### src/rtl/ist_pkg.sv
package ist_pkg;
  typedef enum logic {
    STIM_IDLE = 1'b0,
    STIM_SEND = 1'b1
  } stim_st_e;
endpackage

### src/rtl/ist_stim.sv
module ist_stim #(
  parameter int IN_W      = 12,
  parameter int DROP_BITS = 2,
  parameter int TOTAL     = 12,
  parameter int CNT_W     = 4
) (
  input  logic            clk_i,
  input  logic            rst_ni,
  input  logic            start_i,
  input  logic            ready_i,
  output logic            valid_o,
  output logic [IN_W-1:0] data_o,
  output logic            busy_o
);
  import ist_pkg::*;

  localparam logic [IN_W-1:0] UNIT = IN_W'(1) << DROP_BITS;
  localparam logic [CNT_W-1:0] LAST = CNT_W'(TOTAL - 1);

  stim_st_e         st_q;
  logic [CNT_W-1:0] cnt_q;

  always_ff @(posedge clk_i or negedge rst_ni) begin
    if (!rst_ni) begin
      st_q  <= STIM_IDLE;
      cnt_q <= '0;
    end else begin
      unique case (st_q)
        STIM_IDLE: if (start_i) begin
          st_q  <= STIM_SEND;
          cnt_q <= '0;
        end
        STIM_SEND: if (ready_i) begin
          cnt_q <= cnt_q + 1'b1;
          if (cnt_q == LAST) st_q <= STIM_IDLE;
        end
        default: st_q <= STIM_IDLE;
      endcase
    end
  end

  assign valid_o = (st_q == STIM_SEND);
  assign busy_o  = valid_o;
  assign data_o  = (cnt_q == '0) ? UNIT : '0;
endmodule

### src/rtl/ist_table.sv
module ist_table #(
  parameter int NUM_TAPS = 8,
  parameter int D_W      = 16,
  parameter int IDX_W    = 4
) (
  input  logic             clk_i,
  input  logic             rst_ni,
  input  logic             we_i,
  input  logic [IDX_W-1:0] waddr_i,
  input  logic [D_W-1:0]   wdata_i,
  input  logic [IDX_W-1:0] raddr_i,
  output logic [D_W-1:0]   rdata_o
);
  logic [D_W-1:0] ent [NUM_TAPS];

  for (genvar g = 0; g < NUM_TAPS; g++) begin : g_ent
    logic [D_W-1:0] val_q;
    always_ff @(posedge clk_i or negedge rst_ni) begin
      if (!rst_ni)                                  val_q <= '0;
      else if (we_i && waddr_i == IDX_W'(g))        val_q <= wdata_i;
    end
    assign ent[g] = val_q;
  end

  // indices past the last tap read as zero: the tail must be silent
  always_comb begin
    rdata_o = '0;
    for (int i = 0; i < NUM_TAPS; i++)
      if (raddr_i == IDX_W'(i)) rdata_o = ent[i];
  end
endmodule

### src/rtl/ist_check.sv
module ist_check #(
  parameter int NUM_TAPS = 8,
  parameter int PIPE_LAT = 3,
  parameter int D_W      = 16,
  parameter int IDX_W    = 4,
  parameter int TOTAL    = 12,
  parameter int CNT_W    = 4
) (
  input  logic             clk_i,
  input  logic             rst_ni,
  input  logic             start_i,
  input  logic             resp_valid_i,
  input  logic [D_W-1:0]   resp_data_i,
  input  logic [D_W-1:0]   exp_data_i,
  output logic [IDX_W-1:0] tap_idx_o,
  output logic             armed_o,
  output logic             done_o,
  output logic             fail_o,
  output logic [IDX_W-1:0] fail_idx_o
);
  localparam logic [CNT_W-1:0] LAST = CNT_W'(TOTAL - 1);

  logic [CNT_W-1:0] rx_q;
  logic             in_win;
  logic             take;
  logic             miss;

  if (PIPE_LAT == 0) begin : g_nolat
    assign in_win = 1'b1;
  end else begin : g_lat
    assign in_win = (rx_q >= CNT_W'(PIPE_LAT));
  end

  assign tap_idx_o = IDX_W'(rx_q - CNT_W'(PIPE_LAT));
  assign take      = resp_valid_i && armed_o;
  assign miss      = take && in_win && (resp_data_i != exp_data_i);

  always_ff @(posedge clk_i or negedge rst_ni) begin
    if (!rst_ni) begin
      rx_q       <= '0;
      armed_o    <= 1'b0;
      done_o     <= 1'b0;
      fail_o     <= 1'b0;
      fail_idx_o <= '0;
    end else if (start_i) begin
      rx_q       <= '0;
      armed_o    <= 1'b1;
      done_o     <= 1'b0;
      fail_o     <= 1'b0;
      fail_idx_o <= '0;
    end else if (take) begin
      rx_q <= rx_q + 1'b1;
      if (rx_q == LAST) begin
        armed_o <= 1'b0;
        done_o  <= 1'b1;
      end
      if (miss && !fail_o) begin
        fail_o     <= 1'b1;
        fail_idx_o <= tap_idx_o;
      end
    end
  end
endmodule

### src/rtl/impulse_selftest.sv
module impulse_selftest #(
  parameter int NUM_TAPS  = 8,
  parameter int PIPE_LAT  = 3,
  parameter int DROP_BITS = 2,
  parameter int IN_W      = 12,
  parameter int OUT_W     = 16,
  localparam int IDX_W    = $clog2(NUM_TAPS + 1)
) (
  input  logic             clk_i,
  input  logic             rst_ni,
  input  logic             tbl_we_i,
  input  logic [IDX_W-1:0] tbl_addr_i,
  input  logic [OUT_W-1:0] tbl_data_i,
  input  logic             start_i,
  output logic             stim_valid_o,
  input  logic             stim_ready_i,
  output logic [IN_W-1:0]  stim_data_o,
  input  logic             resp_valid_i,
  input  logic [OUT_W-1:0] resp_data_i,
  output logic             busy_o,
  output logic             done_o,
  output logic             pass_o,
  output logic             fail_o,
  output logic [IDX_W-1:0] fail_idx_o
);
  localparam int TOTAL = NUM_TAPS + PIPE_LAT + 1;
  localparam int CNT_W = $clog2(TOTAL + 1);

  logic             stim_busy;
  logic             armed;
  logic             start_ok;
  logic             we_ok;
  logic [IDX_W-1:0] tap_idx;
  logic [OUT_W-1:0] exp_data;

  assign busy_o   = stim_busy | armed;
  assign start_ok = start_i && !busy_o;
  assign we_ok    = tbl_we_i && !busy_o;
  assign pass_o   = done_o && !fail_o;

  ist_stim #(
    .IN_W(IN_W), .DROP_BITS(DROP_BITS), .TOTAL(TOTAL), .CNT_W(CNT_W)
  ) u_stim (
    .clk_i   (clk_i),
    .rst_ni  (rst_ni),
    .start_i (start_ok),
    .ready_i (stim_ready_i),
    .valid_o (stim_valid_o),
    .data_o  (stim_data_o),
    .busy_o  (stim_busy)
  );

  ist_table #(
    .NUM_TAPS(NUM_TAPS), .D_W(OUT_W), .IDX_W(IDX_W)
  ) u_table (
    .clk_i   (clk_i),
    .rst_ni  (rst_ni),
    .we_i    (we_ok),
    .waddr_i (tbl_addr_i),
    .wdata_i (tbl_data_i),
    .raddr_i (tap_idx),
    .rdata_o (exp_data)
  );

  ist_check #(
    .NUM_TAPS(NUM_TAPS), .PIPE_LAT(PIPE_LAT), .D_W(OUT_W),
    .IDX_W(IDX_W), .TOTAL(TOTAL), .CNT_W(CNT_W)
  ) u_check (
    .clk_i        (clk_i),
    .rst_ni       (rst_ni),
    .start_i      (start_ok),
    .resp_valid_i (resp_valid_i),
    .resp_data_i  (resp_data_i),
    .exp_data_i   (exp_data),
    .tap_idx_o    (tap_idx),
    .armed_o      (armed),
    .done_o       (done_o),
    .fail_o       (fail_o),
    .fail_idx_o   (fail_idx_o)
  );
endmodule

### config.mk
export PLATFORM = sky130hd
export DESIGN_NAME = impulse_selftest
export DESIGN_NICKNAME = d
export VERILOG_FILES = /design/src/rtl/ist_pkg.sv /design/src/rtl/ist_stim.sv /design/src/rtl/ist_table.sv /design/src/rtl/ist_check.sv /design/src/rtl/impulse_selftest.sv
export SDC_FILE = /design/constraint.sdc
export NUM_CORES = 1
export LEC_CHECK = 0
export ABC_CLOCK_PERIOD_IN_PS = 4350
export BUFFER_PORTS_ARGS = -buffer_cell sky130_fd_sc_hd__buf_2
export CORE_MARGIN = 1.5
export CORE_UTILIZATION = 60
export DETAILED_ROUTE_END_ITERATION = 8
export PLACE_DENSITY = 0.84
export SETUP_SLACK_MARGIN = 0.5
export SLEW_MARGIN = 20
export SYNTH_ARGS = -nofsm -noshare
export SYNTH_HDL_FRONTEND = slang
export SYNTH_SLANG_ARGS = --single-unit
### constraint.sdc
create_clock -name clk_i -period 4.35 [get_ports clk_i]
set_input_delay 0.6525 -clock clk_i [delete_from_list [all_inputs] [get_ports clk_i]]
set_output_delay 0.6525 -clock clk_i [all_outputs]
set_load 0.05 [all_outputs]
==> results.toml <==
[cts]
clk_latency_ns = 0.43
cts_buffer_depth = 2
hold_buffers = 0
cts_made_buffers = 17
htreeDepth = 4
clkTransAtPathRegs_ns = 0.06
cts.sinks = 144
cts_root_buf = "clkbuf_16"
cts_tree = "yes"

[timing]
tns_ns = 0
period_needed_ns = 3.68
hold_ws_ns = 0.278
worst_slew_pin_slew_ns = 1.17
slew_headroom = 0.218
finalMaxSlewViolations = 0
rsz0062_at_grt = "false"
setup-violations-final = 0
clock_skew_ns = 0.00673
hold_viol_final = 0
fin_crit_sh = 0.847
fmax_mhz = 272

[worst_setup_path]
r2r_slack_ns = 0.67
timing.rr.start = "u_check.rx_q[1]"
crit_path_start_kind = "flop"
worstSetupStartpoint = "u_check.rx_q[1]"
worst_setup_path_end_kind = "flop"
cp-endpoint = "u_check.fail_o"
r2r-end = "u_check.fail_o"
crit_arrival_ns = 4.00
crit_type = "flop to flop"
cp.required_ns = 4.67
r2r_cells = 12
cp_max_fo = 11

[global_route]
grtUsageMet1 = 0.444
grt_pass1_wl_mm = 35.2
globalRouteMet3Util = 0.0780
grt_use_met2 = 0.516
grt.busiest_layer = "met2"
grt_use_total = 0.329
grt_pass1_vias = 6427
grt_overflow = 0
antenna_found_initial = 0
grt_max_degree = 89

[min_path]
hold_class = "input pin to async pin"

[logic_synthesis]
async_flop_share = 1.00
ys_seq_elements = 144
synth_edf_count = 0
synth.distinct_cells = 70
yosysWarnings = 0
syn_inst = 742
synth.cell_area_um2 = 7930
yosysSeqAreaShare = 0.454
synth_top_flop_cell = "dfrtp_1"
syn_avg_cell_area_um2 = 10.7

[die]
dieHeight_um = 118
core_um2 = 12800
ios = 63
die_area_um2 = 13900
fp.dieW_um = 118
num_rows = 41
start_util = 0.621

[power]
switching_share = 0.404
leakage_nw = 4.17
power-per-cell-area_nw_per_um2 = 669
switchingPower_w = 0.00244
peakVddDrop_v = 0.000386
clock_power_share = 0.262
seqPwrFrac = 0.312
p_int_w = 0.00360
power_frac_comb = 0.426

[place]
place_hpwl_mm = 14.2
io_buffers = 51
gp_congestion = 0.960

[layout]
fill_cells = 878
drive_above_1_share = 0.313
layout_commonest_cell = "dfrtp_1"
nets = 829
seqCellArea_um2 = 3600
final_cell_mix = "dfrtp_1 (144), mux2_2 (124), buf_2 (50)"
n_antenna_cell = 0
multi_input_area_um2 = 4010
area_growth_pct = 13.7

[job]
max-cap-violations = 0

[outcome]
status = "complete, no violations"

[detailed_routing]
vias = 6419
wire_per_inst_um = 23.1
first_iter_violations = 778
drt-total-wl_mm = 22.3
dr.pass1.iters = 7
postRouteAntennaNets = 0
post_drt_via_cell_ratio = 6.65
drc_errors = 0
-- Yosys cell counts, drive strengths merged, types with 2 or more instances --
cell | n | area, µm²
a2bb2oi | 3 | 26.3
o211ai | 7 | 52.6
o31ai | 7 | 52.6
and2 | 8 | 50.1
or3 | 5 | 31.3
xnor2 | 8 | 70.1
a221oi | 18 | 158
o22ai | 17 | 113
clkbuf | 32 | 120
ha | 7 | 87.6
a21o | 3 | 22.5
dfrtp | 144 | 3600
o221ai | 8 | 70.1
o21ai | 26 | 130
nand2 | 44 | 168
o21a | 6 | 45.0
mux2 | 124 | 1400
nand3b | 13 | 110
xor2 | 6 | 52.6
and3 | 4 | 25.0
a221o | 3 | 30.0
inv | 31 | 116
nand2b | 4 | 25.0
a222oi | 2 | 20.0
nand4 | 2 | 12.5
nor3 | 7 | 35.0
a211oi | 8 | 72.6
nor2b | 10 | 62.6
buf | 29 | 181
nor4 | 2 | 27.5
a22oi | 12 | 90.1
o41ai | 4 | 35.0
mux2i | 10 | 100
o311ai | 2 | 17.5
a21oi | 40 | 211
nand3 | 14 | 70.1
o21bai | 2 | 15.0
a32oi | 4 | 35.0
nor2 | 38 | 145
o32ai | 2 | 17.5
o2111ai | 2 | 17.5
nor3b | 8 | 65.1
-- stage by stage --
| stage | setup WS, ns | instances | instance area, µm² | power [W] | util |
|---|---|---|---|---|---|
| final | 0.667 | 965 | 9020 | 0.00603 | 0.706 |
| after global routing | 0.551 | 965 | 9020 | 0.00632 | 0.706 |
| after CTS | 0.516 | 964 | 8970 | 0.00595 | 0.702 |
| after detailed placement | 0.538 | 932 | 8340 | 0.00435 | 0.653 |
| after global placement | 0.653 | 932 | 8340 | 0.00427 | 0.653 |
| after floorplan | 1.28 | 752 | 7970 | 0.00368 | - |
-- kinds of logic (layout without fill, tap and decap cells) --
logic type | after synthesis | count (layout) | share of synthesized area
other cells | 1 | 11 | 0.000473
buf+inv | 93 | 134 | 0.0531
compound gates | 184 | 184 | 0.166
flops | 144 | 144 | 0.454
fa+ha+maj | 7 | 7 | 0.0110
mux | 134 | 134 | 0.189
xor+xnor | 14 | 14 | 0.0155
simple gates | 165 | 165 | 0.111
-- sequential cells by signal, summed over array words and instances, names as in the netlist --
signal               flops
u_check.armed_o          1
u_check.done_o           1
u_check.fail_idx_o       4
u_check.fail_o           1
u_check.rx_q             4
u_stim.busy_o            1
u_stim.cnt_q             4
u_table.g_ent.val_q    128
-- how the worst min path moves through the flow --
stage | start | cells past startpoint | to
final | rst_ni | 1 | u_stim.cnt_q[3]
after global routing | rst_ni | 1 | u_stim.cnt_q[3]
after CTS | rst_ni | 1 | u_stim.cnt_q[0]
after detailed placement | u_table.g_ent[7].val_q[5] | 1 | u_table.g_ent[7].val_q[5]
after global placement | u_table.g_ent[3].val_q[11] | 1 | u_table.g_ent[3].val_q[11]
after floorplan | rst_ni | 0 | u_check.armed_o
-- repair_timing --
| item | CTS | global route |
|---|---|---|
| setup buffers | 0 | 0 |
| endpoints found under the setup margin | 0 | 5 |
| gates resized for setup | 0 | 6 |
-- power by group through the flow --
stage          Sequential [W]  Clock, W  Combinational [W]
2_1_floorplan         0.00189         0            0.00180
3_3_place_gp          0.00187         0            0.00240
3_5_place_dp          0.00189         0            0.00247
4_1_cts               0.00187   0.00159            0.00249
5_1_grt               0.00191   0.00165            0.00276
6_report              0.00188   0.00158            0.00257
-- per-layer routing --
layer  wire length (µm)  share of wire  vias up
met5                  0              0        -
met4                539          0.024        0
met3               2000          0.090       45
met2              10600           0.48      345
met1               9130           0.41     3239
li1                   -              -     2790
-- area by class of cell --
cell class / count / area share
Clock buffer: 19 / 0.0502
Clock inverter: 13 / 0.0204
Inverter: 32 / 0.0133
Multi-Input combinational cell: 515 / 0.444
Sequential cell: 144 / 0.400
Tap cell: 172 / 0.0239
Timing Repair Buffer: 70 / 0.0484
-- worst max-delay path, cell delays in order, from the launching register on --
cell and delay (ns):
dfrtp_1 0.49, inv_1 0.17, ha_2 0.35, clkinv_1 0.41
buf_4 0.31, o21a_1 0.19, a22oi_1 0.26, or4b_1 0.17
nand3_1 0.07, or4_4 0.43, nor4_4 0.30, a31oi_4 0.20
a21o_1 0.21
Note: power is estimated with default switching activity, not from simulation.
